===== config.mk =====
export PLATFORM = sky130hd
export DESIGN_NAME = i2c_reg_slave
export DESIGN_NICKNAME = d
export VERILOG_FILES = /design/src/rtl/i2c_reg_slave_pkg.sv /design/src/rtl/i2c_bus_sync.sv /design/src/rtl/i2c_link.sv /design/src/rtl/i2c_reg_map.sv /design/src/rtl/i2c_reg_slave.sv
export SDC_FILE = /design/constraint.sdc
export NUM_CORES = 1
export LEC_CHECK = 0
export BUFFER_PORTS_ARGS = -buffer_cell sky130_fd_sc_hd__buf_4
export CAP_MARGIN = 20
export CELL_PAD_IN_SITES_DETAIL_PLACEMENT = 1
export CELL_PAD_IN_SITES_GLOBAL_PLACEMENT = 2
export CORE_MARGIN = 2
export CORE_UTILIZATION = 35
export CTS_CLUSTER_DIAMETER = 50
export CTS_CLUSTER_SIZE = 40
export DETAILED_ROUTE_END_ITERATION = 8
export MAX_ROUTING_LAYER = met4
export PLACE_DENSITY_LB_ADDON = 0.1
export SYNTH_ARGS = -nofsm -noshare
export SYNTH_HDL_FRONTEND = slang
export SYNTH_SLANG_ARGS = --single-unit
export TNS_END_PERCENT = 30

===== constraint.sdc =====
create_clock -name clk_i -period 7.9 [get_ports clk_i]
set_clock_uncertainty 0.2 [all_clocks]
set_input_delay 0.395 -clock clk_i [delete_from_list [all_inputs] [get_ports clk_i]]
set_output_delay 0.395 -clock clk_i [all_outputs]
set_load 0.01 [all_outputs]

===== src/rtl/i2c_reg_slave_pkg.sv =====
package i2c_reg_slave_pkg;
  typedef enum logic [2:0] {
    ST_IDLE, ST_ADDR, ST_ADDR_ACK, ST_WR, ST_WR_ACK, ST_RD, ST_RD_ACK
  } link_state_e;

  localparam logic [7:0] A_CFG   = 8'h01;
  localparam logic [7:0] A_TEMP  = 8'h0A;
  localparam logic [7:0] A_VOLT  = 8'h0C;
  localparam logic [7:0] A_CURR  = 8'h0E;
  localparam logic [7:0] A_CHG   = 8'h10;
  localparam logic [7:0] A_CBIAS = 8'h61;
  localparam logic [7:0] A_ABIAS = 8'h62;
  localparam logic [7:0] CFG_RST = 8'h40;

  function automatic logic in_pair(input logic [7:0] a);
    return (a >= A_TEMP) && (a <= (A_CHG | 8'h01));
  endfunction

  function automatic logic ext_writable(input logic [7:0] a);
    return (a == A_CHG) || (a == (A_CHG | 8'h01)) || (a == A_CBIAS) || (a == A_ABIAS);
  endfunction
endpackage


===== src/rtl/i2c_bus_sync.sv =====
module i2c_bus_sync #(
  parameter int STAGES = 2
) (
  input  logic clk_i,
  input  logic rst_ni,
  input  logic scl_i,
  input  logic sda_i,
  output logic scl_o,
  output logic sda_o,
  output logic scl_rise_o,
  output logic scl_fall_o,
  output logic start_o,
  output logic stop_o
);
  localparam int PW = STAGES + 1;

  logic [1:0] raw, cur, prv;
  assign raw = {sda_i, scl_i};

  for (genvar g = 0; g < 2; g++) begin : g_line
    logic [PW-1:0] pipe_q;
    always_ff @(posedge clk_i or negedge rst_ni) begin
      if (!rst_ni) pipe_q <= '1;
      else         pipe_q <= {pipe_q[PW-2:0], raw[g]};
    end
    assign cur[g] = pipe_q[PW-2];
    assign prv[g] = pipe_q[PW-1];
  end

  assign scl_o      = cur[0];
  assign sda_o      = cur[1];
  assign scl_rise_o = cur[0] & ~prv[0];
  assign scl_fall_o = ~cur[0] & prv[0];
  assign start_o    = cur[0] & prv[0] & prv[1] & ~cur[1];
  assign stop_o     = cur[0] & prv[0] & ~prv[1] & cur[1];
endmodule


===== src/rtl/i2c_link.sv =====
module i2c_link
  import i2c_reg_slave_pkg::*;
#(
  parameter logic [3:0] DEV_HI = 4'b1001
) (
  input  logic       clk_i,
  input  logic       rst_ni,
  input  logic       scl_i,
  input  logic       sda_i,
  input  logic       scl_rise_i,
  input  logic       scl_fall_i,
  input  logic       start_i,
  input  logic       stop_i,
  input  logic [2:0] dev_lo_i,
  input  logic [7:0] rdata_i,
  output logic       sda_oe_o,
  output logic [8:0] ptr_o,
  output logic       wr_o,
  output logic [7:0] wdata_o,
  output logic       rd_load_o,
  output logic       xfer_end_o
);
  link_state_e state_q;
  logic [7:0] sh_q;
  logic [3:0] cnt_q;
  logic [8:0] ptr_q, ptr_inc;
  logic rw_q, first_q, nack_q, oe_q;
  logic byte_done;

  assign ptr_inc    = ptr_q[8] ? ptr_q : ptr_q + 9'd1;
  assign byte_done  = scl_fall_i && (cnt_q == 4'd8);
  assign wr_o       = (state_q == ST_WR) && byte_done && !first_q;
  assign rd_load_o  = scl_fall_i && (((state_q == ST_ADDR_ACK) && rw_q) ||
                                     ((state_q == ST_RD_ACK) && !nack_q));
  assign xfer_end_o = start_i | stop_i;
  assign sda_oe_o   = oe_q;
  assign ptr_o      = ptr_q;
  assign wdata_o    = sh_q;

  always_ff @(posedge clk_i or negedge rst_ni) begin
    if (!rst_ni) begin
      state_q <= ST_IDLE;
      sh_q    <= '0;
      cnt_q   <= '0;
      ptr_q   <= '0;
      rw_q    <= 1'b0;
      first_q <= 1'b0;
      nack_q  <= 1'b0;
      oe_q    <= 1'b0;
    end else if (start_i) begin
      state_q <= ST_ADDR;
      cnt_q   <= '0;
      oe_q    <= 1'b0;
    end else if (stop_i) begin
      state_q <= ST_IDLE;
      oe_q    <= 1'b0;
    end else begin
      unique case (state_q)
        ST_ADDR: begin
          if (scl_rise_i) begin
            sh_q  <= {sh_q[6:0], sda_i};
            cnt_q <= cnt_q + 4'd1;
          end else if (byte_done) begin
            if (sh_q[7:1] == {DEV_HI, dev_lo_i}) begin
              state_q <= ST_ADDR_ACK;
              oe_q    <= 1'b1;
              rw_q    <= sh_q[0];
              first_q <= 1'b1;
            end else begin
              state_q <= ST_IDLE;
            end
          end
        end
        ST_ADDR_ACK: if (scl_fall_i) begin
          cnt_q <= '0;
          if (rw_q) begin
            state_q <= ST_RD;
            sh_q    <= rdata_i;
            oe_q    <= ~rdata_i[7];
            ptr_q   <= ptr_inc;
          end else begin
            state_q <= ST_WR;
            oe_q    <= 1'b0;
          end
        end
        ST_WR: begin
          if (scl_rise_i) begin
            sh_q  <= {sh_q[6:0], sda_i};
            cnt_q <= cnt_q + 4'd1;
          end else if (byte_done) begin
            state_q <= ST_WR_ACK;
            oe_q    <= 1'b1;
            first_q <= 1'b0;
            ptr_q   <= first_q ? {1'b0, sh_q} : ptr_inc;
          end
        end
        ST_WR_ACK: if (scl_fall_i) begin
          state_q <= ST_WR;
          cnt_q   <= '0;
          oe_q    <= 1'b0;
        end
        ST_RD: if (scl_fall_i) begin
          cnt_q <= cnt_q + 4'd1;
          if (cnt_q == 4'd7) begin
            state_q <= ST_RD_ACK;
            oe_q    <= 1'b0;
          end else begin
            sh_q <= {sh_q[6:0], 1'b0};
            oe_q <= ~sh_q[6];
          end
        end
        ST_RD_ACK: begin
          if (scl_rise_i) nack_q <= sda_i;
          else if (scl_fall_i) begin
            if (!nack_q) begin
              state_q <= ST_RD;
              sh_q    <= rdata_i;
              oe_q    <= ~rdata_i[7];
              ptr_q   <= ptr_inc;
              cnt_q   <= '0;
            end else begin
              state_q <= ST_IDLE;
            end
          end
        end
        default: ;
      endcase
    end
  end

  a_r11_sda_steady: assert property (@(posedge clk_i) disable iff (!rst_ni)
    ($past(scl_i) && !$past(start_i) && !$past(stop_i)) |-> $stable(oe_q));

  a_r2_idle_released: assert property (@(posedge clk_i) disable iff (!rst_ni)
    (state_q == ST_IDLE) |-> !oe_q);

  a_r6_ptr_stays_past_end: assert property (@(posedge clk_i) disable iff (!rst_ni)
    (ptr_q[8] && !((state_q == ST_WR) && byte_done && first_q)) |=> ptr_q[8]);
endmodule


===== src/rtl/i2c_reg_map.sv =====
module i2c_reg_map
  import i2c_reg_slave_pkg::*;
(
  input  logic        clk_i,
  input  logic        rst_ni,
  input  logic [8:0]  addr_i,
  input  logic        wr_i,
  input  logic [7:0]  wdata_i,
  input  logic        rd_load_i,
  input  logic        xfer_end_i,
  input  logic [15:0] meas_temp_i,
  input  logic [15:0] meas_volt_i,
  input  logic [15:0] meas_curr_i,
  input  logic [15:0] charge_i,
  input  logic [7:0]  cur_bias_i,
  input  logic [7:0]  acc_bias_i,
  output logic [7:0]  rdata_o,
  output logic [7:0]  cfg_o,
  output logic        ext_wr_o,
  output logic [7:0]  ext_addr_o,
  output logic [7:0]  ext_data_o
);
  logic [7:0] cfg_q, snap_lo_q;
  logic [6:0] snap_pair_q;
  logic       snap_v_q;
  logic [7:0] a;
  logic       in_range;

  assign a        = addr_i[7:0];
  assign in_range = !addr_i[8];

  function automatic logic [7:0] live(input logic [7:0] x);
    unique case (x)
      A_CFG:            return cfg_q;
      A_TEMP:           return meas_temp_i[15:8];
      A_TEMP | 8'h01:   return meas_temp_i[7:0];
      A_VOLT:           return meas_volt_i[15:8];
      A_VOLT | 8'h01:   return meas_volt_i[7:0];
      A_CURR:           return meas_curr_i[15:8];
      A_CURR | 8'h01:   return meas_curr_i[7:0];
      A_CHG:            return charge_i[15:8];
      A_CHG | 8'h01:    return charge_i[7:0];
      A_CBIAS:          return cur_bias_i;
      A_ABIAS:          return acc_bias_i;
      default:          return 8'h00;
    endcase
  endfunction

  always_comb begin
    if (!in_range)                                            rdata_o = 8'hFF;
    else if (a[0] && snap_v_q && (snap_pair_q == a[7:1]))     rdata_o = snap_lo_q;
    else                                                      rdata_o = live(a);
  end

  always_ff @(posedge clk_i or negedge rst_ni) begin
    if (!rst_ni) begin
      cfg_q       <= CFG_RST;
      snap_lo_q   <= '0;
      snap_pair_q <= '0;
      snap_v_q    <= 1'b0;
      ext_wr_o    <= 1'b0;
      ext_addr_o  <= '0;
      ext_data_o  <= '0;
    end else begin
      ext_wr_o <= wr_i && in_range && ext_writable(a);
      if (wr_i) begin
        ext_addr_o <= a;
        ext_data_o <= wdata_i;
      end
      if (wr_i && in_range && (a == A_CFG))
        cfg_q <= {1'b0, cfg_q[6] & wdata_i[6], wdata_i[5:0]};
      if (xfer_end_i) snap_v_q <= 1'b0;
      else if (rd_load_i && in_range && in_pair(a) && !a[0]) begin
        snap_lo_q   <= live({a[7:1], 1'b1});
        snap_pair_q <= a[7:1];
        snap_v_q    <= 1'b1;
      end
    end
  end

  assign cfg_o = cfg_q;

  a_r9_flag_never_set: assert property (@(posedge clk_i) disable iff (!rst_ni)
    !$rose(cfg_q[6]));

  a_r9_top_bit_zero: assert property (@(posedge clk_i) disable iff (!rst_ni)
    !cfg_q[7]);

  a_r5_strobe_targets: assert property (@(posedge clk_i) disable iff (!rst_ni)
    ext_wr_o |-> ext_writable(ext_addr_o));
endmodule


===== src/rtl/i2c_reg_slave.sv =====
module i2c_reg_slave #(
  parameter int         SYNC_STAGES = 2,
  parameter logic [3:0] DEV_HI      = 4'b1001
) (
  input  logic        clk_i,
  input  logic        rst_ni,
  input  logic        scl_i,
  input  logic        sda_i,
  output logic        sda_oe_o,
  input  logic [15:0] meas_temp_i,
  input  logic [15:0] meas_volt_i,
  input  logic [15:0] meas_curr_i,
  input  logic [15:0] charge_i,
  input  logic [7:0]  cur_bias_i,
  input  logic [7:0]  acc_bias_i,
  output logic [7:0]  cfg_o,
  output logic        ext_wr_o,
  output logic [7:0]  ext_addr_o,
  output logic [7:0]  ext_data_o
);
  logic scl_s, sda_s, scl_rise, scl_fall, start_c, stop_c;
  logic [8:0] ptr;
  logic wr, rd_load, xfer_end;
  logic [7:0] wdata, rdata;

  i2c_bus_sync #(.STAGES(SYNC_STAGES)) i_sync (
    .clk_i, .rst_ni, .scl_i, .sda_i,
    .scl_o(scl_s), .sda_o(sda_s), .scl_rise_o(scl_rise), .scl_fall_o(scl_fall),
    .start_o(start_c), .stop_o(stop_c)
  );

  i2c_link #(.DEV_HI(DEV_HI)) i_link (
    .clk_i, .rst_ni, .scl_i(scl_s), .sda_i(sda_s), .scl_rise_i(scl_rise),
    .scl_fall_i(scl_fall), .start_i(start_c), .stop_i(stop_c),
    .dev_lo_i(cfg_o[2:0]), .rdata_i(rdata), .sda_oe_o, .ptr_o(ptr),
    .wr_o(wr), .wdata_o(wdata), .rd_load_o(rd_load), .xfer_end_o(xfer_end)
  );

  i2c_reg_map i_map (
    .clk_i, .rst_ni, .addr_i(ptr), .wr_i(wr), .wdata_i(wdata),
    .rd_load_i(rd_load), .xfer_end_i(xfer_end), .meas_temp_i, .meas_volt_i,
    .meas_curr_i, .charge_i, .cur_bias_i, .acc_bias_i, .rdata_o(rdata),
    .cfg_o, .ext_wr_o, .ext_addr_o, .ext_data_o
  );
endmodule


### After elaboration in Yosys (flattened, before gate mapping)

Cells that the tools add are included.

| operators by class | value |
|---|---|
| add/sub/neg operators | 2 |
| magnitude comparators | 2 |
| equal/unequal tests | 58 |
| muxes and demuxes | 69 |
| bitwise logic cells | 19 |
| reductions and logical operators | 41 |

Operator list:

| cell | number |
|---|---|
| $pmux W8 S11 | 1 |
| $mux W9 | 9 |
| $mux W8 | 10 |
| $eq A8 B4 Y1 const B | 6 |
| $pmux W8 S6 | 1 |
| $mux W3 | 14 |
| $mux W4 | 8 |
| $ne A4 B1 Y1 const B | 8 |
| $pmux W8 S4 | 1 |
| $pmux W9 S3 | 1 |
| $reduce_and A11 Y1 | 2 |
| $eq A7 B3 Y1 const B | 3 |
| $mux W1 | 19 |
| $ne A2 B1 Y1 const B | 9 |
| $pmux W3 S6 | 1 |
| $eq A8 B5 Y1 const B | 2 |
| $eq A8 B7 Y1 const B | 2 |
| $pmux W4 S4 | 1 |
| $reduce_and A8 Y1 | 2 |
| $logic_and A1 B1 Y1 | 15 |
| $eq A7 B7 Y1 | 2 |
| $ne A3 B1 Y1 const B | 4 |
| $ne A4 B4 Y1 const B | 3 |
| $reduce_and A12 Y1 | 1 |
| 35 further kinds | 66 |

| storage, ports and cells | value |
|---|---|
| register bits | 74 |
| output and inout bits | 26 |
| logic and storage cells | 208 |

### Logic depth before layout (Yosys ltp)

Gate-level depths: netlist of the first run.

| depth | value |
|---|---|
| depth in word-level cells | 11 |
| gate-level depth with buffers | 12 |
| gate-level depth less buffers | 8 |

### Modules after synthesis

Synthesis of the first run repeated with hierarchy kept, for this count alone.

| unflattened totals | value |
|---|---|
| cell total of the unflattened synthesis | 516 |
| area total of the unflattened synthesis | 5076.1 sq um |

Modules (own cells, without submodules):

| module | times used | cells each | area an instance (sq um) |
|---|---|---|---|
| i2c_reg_map | 1 | 302 | 3041.7 |
| i2c_link | 1 | 204 | 1844.3 |
| i2c_bus_sync | 1 | 10 | 190.2 |

### Least setup slack after synthesis of the first run

No wires, ideal clock.

| timing | value |
|---|---|
| kind | reg-to-reg |
| start | register i_link.ptr_q[1] (netlist: i_link.ptr_o[1]) |
| end | register i_link.oe_q (netlist: i_link.sda_oe_o) |
| setup time | 0.120 ns |
| arrival | 2.466 ns |
| required time | 7.580 ns |
| path slack | 5.114 ns |
| cell stages (with the launch flop) | 11 |
| cells stage by stage | dfrtp_1 buf_2 inv_1 clkbuf_1 ha_1 or3b_2 nor4_4 a221oi_1 o211ai_1 a221oi_1 a31o_1 |

| on the way | value |
|---|---|
| word-level cells in the longest chain between the ends | 11 |

Ends and longest elaborated chain:

| item | line | source |
|---|---|---|
| start: declaration | i2c_link.sv:26 | `logic [8:0] ptr_q, ptr_inc;` |
| start signal: assignment | i2c_link.sv:80 | `ptr_q <= ptr_inc;` |
| start signal: assignment | i2c_link.sv:94 | `ptr_q <= first_q ? {1'b0, sh_q} : ptr_inc;` |
| start signal: assignment | i2c_link.sv:119 | `ptr_q <= ptr_inc;` |
| $eq A8 B7 Y1 (tied with other cells) | i2c_reg_map.sv:33 | `unique case (x)` |
| $pmux W8 S11 / $logic_and A1 B1 Y1 (equally long branches) | i2c_reg_map.sv:33, i2c_reg_map.sv:51 |  |
| $mux W8 (*) | i2c_reg_map.sv:51 | `else if (a[0] && snap_v_q && (snap_pair_q == a[7:1])) rdata_o = snap_lo_q;` |
| $mux W8 (*) | i2c_reg_map.sv:50 | `if (!in_range) rdata_o = 8'hFF;` |
| $not A1 Y1 (*) | i2c_link.sv:79, i2c_link.sv:118 |  |
| $mux W1 | i2c_link.sv:115 | `if (!nack_q) begin` |
| $mux W1 | i2c_link.sv:114 | `else if (scl_fall_i) begin` |
| $mux W1 | i2c_link.sv:113 | `if (scl_rise_i) nack_q <= sda_i;` |
| $pmux W1 S6 (*) | i2c_link.sv:58 | `unique case (state_q)` |
| $mux W1 (*) | i2c_link.sv:54 | `end else if (stop_i) begin` |
| $mux W1 (*) | i2c_link.sv:50 | `end else if (start_i) begin` |
| end signal: assignment | i2c_link.sv:79 | `oe_q <= ~rdata_i[7];` |
| end signal: assignment | i2c_link.sv:109 | `oe_q <= ~sh_q[6];` |
| end signal: assignment | i2c_link.sv:118 | `oe_q <= ~rdata_i[7];` |
| end: declaration | i2c_link.sv:27 | `logic rw_q, first_q, nack_q, oe_q;` |

Every way passes the cells marked *; elsewhere a longest branch is shown, timed or not. The select of a mux whose other input is x is not followed.
A chain may end at the register's enable or synchronous reset.

### Worst setup path after layout of the first run

| timing | value |
|---|---|
| start | register i_link.ptr_q[1] (netlist: i_link.ptr_o[1]) |
| end | register i_map.snap_pair_q[3] |

| on the way | value |
|---|---|
| word-level cells in the longest chain between the ends | 5 |

Ends and longest elaborated chain:

| item | line | source |
|---|---|---|
| $ge A8 B4 Y1 / $le A8 B5 Y1 (equally long branches) | i2c_reg_slave_pkg.sv:16 | `return (a >= A_TEMP) && (a <= (A_CHG \| 8'h01));` |
| $logic_and A1 B1 Y1 (*) | i2c_reg_slave_pkg.sv:16 |  |
| $logic_and A1 B1 Y1 (*) (2 in series) | i2c_reg_map.sv:73 | `else if (rd_load_i && in_range && in_pair(a) && !a[0]) begin` |
| $reduce_and A2 Y1 (no source line) (*) | -- |  |
| end signal: assignment | i2c_reg_map.sv:75 | `snap_pair_q <= a[7:1];` |
| end: declaration | i2c_reg_map.sv:24 | `logic [6:0] snap_pair_q;` |

Every way passes the cells marked *; elsewhere a longest branch is shown, timed or not.

==> results of run 1 <==
-- cells in the mapped netlist, types with 8 or more instances --
| cell | count |
|---|---|
| a21oi_1 | 43 |
| a22o_1 | 11 |
| a22oi_1 | 11 |
| a31oi_1 | 9 |
| a32oi_1 | 8 |
| buf_2 | 15 |
| clkbuf_1 | 20 |
| dfrtp_1 | 67 |
| inv_1 | 16 |
| mux2_2 | 21 |
| mux2i_1 | 14 |
| nand2_1 | 55 |
| nand2b_1 | 8 |
| nand3_1 | 17 |
| nor2_1 | 39 |
| nor2b_1 | 10 |
| nor3_1 | 10 |
| o211ai_1 | 11 |
| o21ai_0 | 38 |
| o22ai_1 | 12 |
-- per-layer routing --
| metal | up-vias | GRT usage, % |
|---|---|---|
| met5 | - | - |
| met1 | 2373 | 33.4 |
| li1 | 2208 | - |
| met3 | 38 | 4.41 |
| met4 | 0 | 10.1 |
| met2 | 148 | 40.9 |
-- layout make-up --
class	count	area share, %
clock buffers	9	3.69
clock inverters	7	1.62
inverters	16	0.985
multi-input cells	418	45.6
flip-flops and latches	74	30.5
well taps	180	3.69
repair buffers	112	13.9
-- flip-flops by register name (all words and copies together) (netlist names) --
| signal | count |
|---|---|
| i_link.cnt_q | 4 |
| i_link.first_q | 1 |
| i_link.nack_q | 1 |
| i_link.ptr_o | 9 |
| i_link.rw_q | 1 |
| i_link.sda_oe_o | 1 |
| i_link.state_q | 3 |
| i_link.wdata_o | 8 |
| i_map.cfg_o | 7 |
| i_map.ext_addr_o | 8 |
| i_map.ext_data_o | 8 |
| i_map.ext_wr_o | 1 |
| i_map.snap_lo_q | 8 |
| i_map.snap_pair_q | 7 |
| i_map.snap_v_q | 1 |
| i_sync.g_line.pipe_q | 6 |
-- cell families (layout without fill, tap and decap cells) --
kind of cell	after synthesis	count (layout)
muxes	35	35
DFF	74	74
adders and majority gates	7	7
buffers and inverters	56	144
xor gates and xnor gates	11	11
AOI/OAI and AO/OA	187	187
and+or+nand+nor	177	177
other	1	1
-- cells in the final DEF (no fill, tap or decap), types with 9 or more instances in the layout --
master	count
buf_4	110
dfrtp_1	67
nand2_1	55
a21oi_1	43
nor2_1	39
o21ai_0	38
mux2_2	21
nand3_1	17
inv_1	16
mux2i_1	14
o22ai_1	12
o211ai_1	11
a22oi_1	11
a22o_1	11
nor3_1	10
nor2b_1	10
a31oi_1	9
clkbuf_16	9
-- critical path: stages, from the launching register on --
cell      delay, ns
dfrtp_1        0.51
inv_1          0.50
ha_1           0.79
o211ai_1       0.18
o21ai_0        0.12
nand4_1        0.78
mux2_2         0.58
-- metrics by stage --
step | power, mW | worst slack, ns | instance area, um2 | cells
floorplan | 0.485 | 5.11 | 4890 | 548
global placement | 0.562 | 4.20 | 5750 | 798
detailed placement | 0.564 | 4.04 | 5750 | 798
CTS | 1.02 | 4.04 | 6100 | 816
global route | 1.05 | 3.82 | 6100 | 816
finish | 1.01 | 4.11 | 6100 | 816
-- power breakdown --
group / internal, mW / total [mW] / switching [mW]
Combinational: 0.0574 / 0.111 / 0.0539
Clock: 0.279 / 0.454 / 0.176
Sequential: 0.401 / 0.445 / 0.0443
Total: 0.737 / 1.01 / 0.274
-- worst paths after layout --
path                       slack [ns]                                    to  cells after the start
min in group clk_i               0.16  i_sync.g_line[1].pipe_q[1]$_DFF_PN1_                      0
hold / removal                  -0.04           i_link.cnt_q[0]$_DFFE_PN0P_                      1
hold reg to reg                  0.16  i_sync.g_line[1].pipe_q[1]$_DFF_PN1_                      0
max in group asynchronous        6.89            i_map.cfg_o[0]$_DFFE_PN0P_                      1
setup reg to reg                 4.11      i_map.snap_pair_q[3]$_DFFE_PN0P_                      6
setup / recovery                 4.11      i_map.snap_pair_q[3]$_DFFE_PN0P_                      6
-- repair_timing --
item / 4_1_cts / 5_1_grt
endpoints found under the hold margin: 2 / 0
hold buffers: 2 / 0
setup endpoints to repair: 0 / 0
==> results.json, run 1 <==
{
  "clk_pin_slew_ns": 0.07,
  "syn-num-nets": 639,
  "timing.rr.start": "i_link.ptr_o[1]$_DFFE_PN0P_",
  "postRouteAntennaNets": 0,
  "slew_viol_final": 0,
  "rsz0062_at_grt": "false",
  "routed_wl_um": 18500,
  "htree_num_levels": 3,
  "design.portCount": 110,
  "ir_drop_mv": 0.108,
  "vias": 4767,
  "cts_resized": 0,
  "ys_types": 67,
  "cap_violations": 0,
  "synth-seq-cells": 74,
  "cts-root-to-sink-buffers": 2,
  "finalSetupViolCount": 0,
  "yosysSeqAreaShare_pct": 38.0,
  "antenna_found_initial": 0,
  "cp_max_fo": 26,
  "cts_root_buf": "clkbuf_16",
  "min_path_type": "in -> async",
  "synth_xor_area_share_pct": 1.97,
  "io_buffers": 108,
  "tns_ns": 0,
  "yosysWarningCount": 0,
  "die_h_um": 122,
  "place_hpwl_um": 14100,
  "first_pass_iters": 4,
  "grtUsageTotal_pct": 26.0,
  "ys_async_sr_fraction_pct": 100,
  "finalHoldViolCount": 8,
  "tightestPinTransition_ns": 1.03,
  "drive_above_1_share_pct": 26.6,
  "synthMuxAreaShare_pct": 7.69,
  "synth_compound_area_share_pct": 25.6,
  "cts_buffers": 9,
  "wirelength_met1_um": 8240,
  "slew_headroom_pct": 30.4,
  "drc": 0,
  "p_leak_nw": 2.64,
  "syn-mean-instance-area_um2": 8.93,
  "status": "complete, but fails checks",
  "holdWs_ns": -0.0388,
  "utilization_pct": 44.3,
  "synth_top_area_share_pct": 34.3,
  "grt-ovfl-total": 0,
  "finalCritPeriodShare_pct": 48.0,
  "yosys.area.top_type": "dfrtp_1",
  "wl_per_cell_um": 22.6,
  "cts_tree": "done",
  "synth_adder_area_share_pct": 1.79,
  "synthSimpleGateAreaFrac_pct": 19.7,
  "grt_pass1_vias": 5047,
  "finalCriticalPeriod_ns": 3.79,
  "synth_edf_count": 0,
  "grt_max_degree": 75,
  "arrival_ns": 3.82,
  "cts_setup_buffers": 0,
  "drtIter0Drc": 304,
  "synth_top_family_by_area": "compound AO/OA/AOI/OAI gates",
  "clock-sinks": 74,
  "ys_top_cells_by_area": "dfrtp_1, mux2_2, a21oi_1",
  "nFillCells": 1633,
  "required_ns": 7.93,
  "start_util_pct": 35.5,
  "routed.top_layer": "met4",
  "wl_met2_um": 8930,
  "syn_to_final_growth_pct": 24.6,
  "syn_area_um2": 4890,
  "die_area_um2": 14900,
  "crit_start": "i_link.ptr_o[1]$_DFFE_PN0P_",
  "failed_checks": "negative hold slack",
  "path_class": "reg -> reg",
  "num_rows": 43,
  "place_congestion": 0.927,
  "wl_met3_um": 753,
  "coreArea_um2": 13800,
  "multiInputGateArea_um2": 2780,
  "vias_per_cell": 5.84,
  "crit_path_start_kind": "register",
  "final_net_count": 722,
  "worstSkewPairLatency_ns": 0.35,
  "syn_inst": 548,
  "antenna_cells": 0,
  "p_per_area_nw_per_um2": 166,
  "fp.dieW_um": 122,
  "synth_top_flop_cell": "dfrtp_1",
  "seqCellArea_um2": 1860,
  "setup.worst_path.end_class": "register",
  "fmax_ghz": 0.264,
  "grt_pass1_wl_um": 28100
}
Power figures use the tool's default switching activity.
==> run 2: changes to the inputs <==
Settings changed: CORE_UTILIZATION 35 to 30.
Clock period 7.9 ns to 3.45 ns, I/O delays scaled along.
==> run 2 against run 1 <==
  * The flow now finishes without violations
  * Core utilization down 4.5 points
  * Power up 130%
  * Sequential share of layout area down 1.2 points
  * Critical path depth up 3
  * Largest power group unchanged
==> results.json, run 2 (same netlist as run 1, synthesis figures left out) <==
{
  "status": "finished clean",
  "drive_above_1_share_pct": 28.3,
  "cts_resized": 0,
  "cts_root_buf": "clkbuf_16",
  "cts-root-to-sink-buffers": 2,
  "start_util_pct": 30.7,
  "min_path_type": "in -> reg",
  "num_rows": 46,
  "grt-ovfl-total": 0,
  "design_area_um2": 6350,
  "fmax_ghz": 0.315,
  "fin_cells": 876,
  "grtUsageTotal_pct": 23.5,
  "p_leak_nw": 2.76,
  "clock-sinks": 74,
  "cts_setup_buffers": 0,
  "io_buffers": 108,
  "finalHoldViolCount": 0,
  "slew_viol_final": 0,
  "path_class": "reg -> reg",
  "crit_path_start_kind": "register",
  "finalCriticalPeriod_ns": 3.17,
  "place_congestion": 0.911,
  "slew_headroom_pct": 36.3,
  "grt_max_degree": 75,
  "tightestPinTransition_ns": 0.955,
  "rsz0062_at_grt": "false",
  "finalCritPeriodShare_pct": 91.9,
  "postRouteAntennaNets": 0,
  "die_area_um2": 17400,
  "required_ns": 3.52,
  "largest_reg_flops": 9,
  "p_per_area_nw_per_um2": 370,
  "worstSkewPairLatency_ns": 0.35,
  "setup.worst_path.end_class": "register",
  "arrival_ns": 3.24,
  "holdWs_ns": 0.0333,
  "vias_per_cell": 5.53,
  "design.portCount": 110,
  "finalSetupViolCount": 0,
  "htree_num_levels": 3,
  "wl_per_cell_um": 22.3,
  "cts_tree": "done",
  "clk_pin_slew_ns": 0.06,
  "tns_ns": 0,
  "drtIter0Drc": 198,
  "layout_common_cells": "buf_4, dfrtp_1, nand2_1, a21oi_1, nor2_1",
  "vias": 4847,
  "antenna_cells": 0,
  "first_pass_iters": 5,
  "final_common_cell": "buf_4",
  "utilization_pct": 39.8,
  "routed_wl_um": 19500,
  "syn_to_final_growth_pct": 29.7,
  "coreArea_um2": 15900,
  "die_h_um": 132,
  "grt_pass1_vias": 5202,
  "antenna_found_initial": 0,
  "grt_pass1_wl_um": 30400,
  "final_net_count": 746,
  "cp_max_fo": 12,
  "ir_drop_mv": 0.215,
  "dp.cells": 851,
  "cap_violations": 0,
  "place_hpwl_um": 15000,
  "fp.dieW_um": 132,
  "drc": 0,
  "cts_buffers": 9,
  "place_area_um2": 5930
}
[run 2: repair_timing]
action,CTS,global route
hold endpoints to repair,74,0
endpoints found under the setup margin,0,0
hold buffers,8,0
[run 2: where the power goes]
group          total [mW]  internal, mW  leakage [nW]  switching (mW)
sequential           1.02         0.919         0.940           0.101
clock                1.06         0.662         0.164           0.397
combinational       0.270         0.138          1.66           0.132
total                2.35          1.72          2.76           0.630
[run 2: worst max-delay path: stages (launching register included)]
cell and delay (ns):
dfrtp_1 0.47, inv_1 0.23, ha_1 0.56, buf_4 0.26
inv_1 0.10, nor4_2 0.60, a222oi_1 0.26, o211ai_1 0.17
nand2_1 0.08, a31oi_1 0.17
[run 2: stage by stage]
stage	power [mW]	setup slack, ns
2_1_floorplan	1.11	0.664
3_3_place_gp	1.29	0.461
3_5_place_dp	1.30	0.335
4_1_cts	2.38	0.318
5_1_grt	2.46	0.129
6_report	2.35	0.278
[run 2: layout make-up]
type | instances | area [um2]
multi-input combinational | 418 | 2780
inverter | 16 | 60.1
fill | 1883 | 9590
tap | 216 | 270
sequential | 74 | 1860
clock buffer | 10 | 239
clock inverter | 6 | 95.1
timing repair buffer | 136 | 1040
[run 2: final timing paths]
| kind | start | to | slack [ns] | cells after the start |
|---|---|---|---|---|
| worst max-delay path | i_link.ptr_o[0]$_DFFE_PN0P_ | i_link.wdata_o[3]$_DFFE_PN0P_ | 0.28 | 9 |
| worst min-delay path | cur_bias_i[6] | i_map.snap_lo_q[6]$_DFFE_PN0P_ | 0.03 | 3 |
| worst max register to register | i_link.ptr_o[0]$_DFFE_PN0P_ | i_link.wdata_o[3]$_DFFE_PN0P_ | 0.28 | 9 |
| worst min register to register | i_sync.g_line[0].pipe_q[0]$_DFF_PN1_ | i_sync.g_line[0].pipe_q[1]$_DFF_PN1_ | 0.16 | 0 |
| max in group asynchronous | rst_ni | i_link.cnt_q[3]$_DFFE_PN0P_ | 2.11 | 2 |
| min in group asynchronous | rst_ni | i_map.ext_data_o[3]$_DFFE_PN0P_ | 0.32 | 2 |
[run 2: layer usage]
layer | global-route usage, % | share of wire [%] | vias to the layer above
met5 | - | 0 | -
met4 | 6.88 | 2.3 | 0
met3 | 3.27 | 3.7 | 26
met2 | 37.6 | 48 | 133
met1 | 31.1 | 47 | 2426
li1 | - | - | 2262
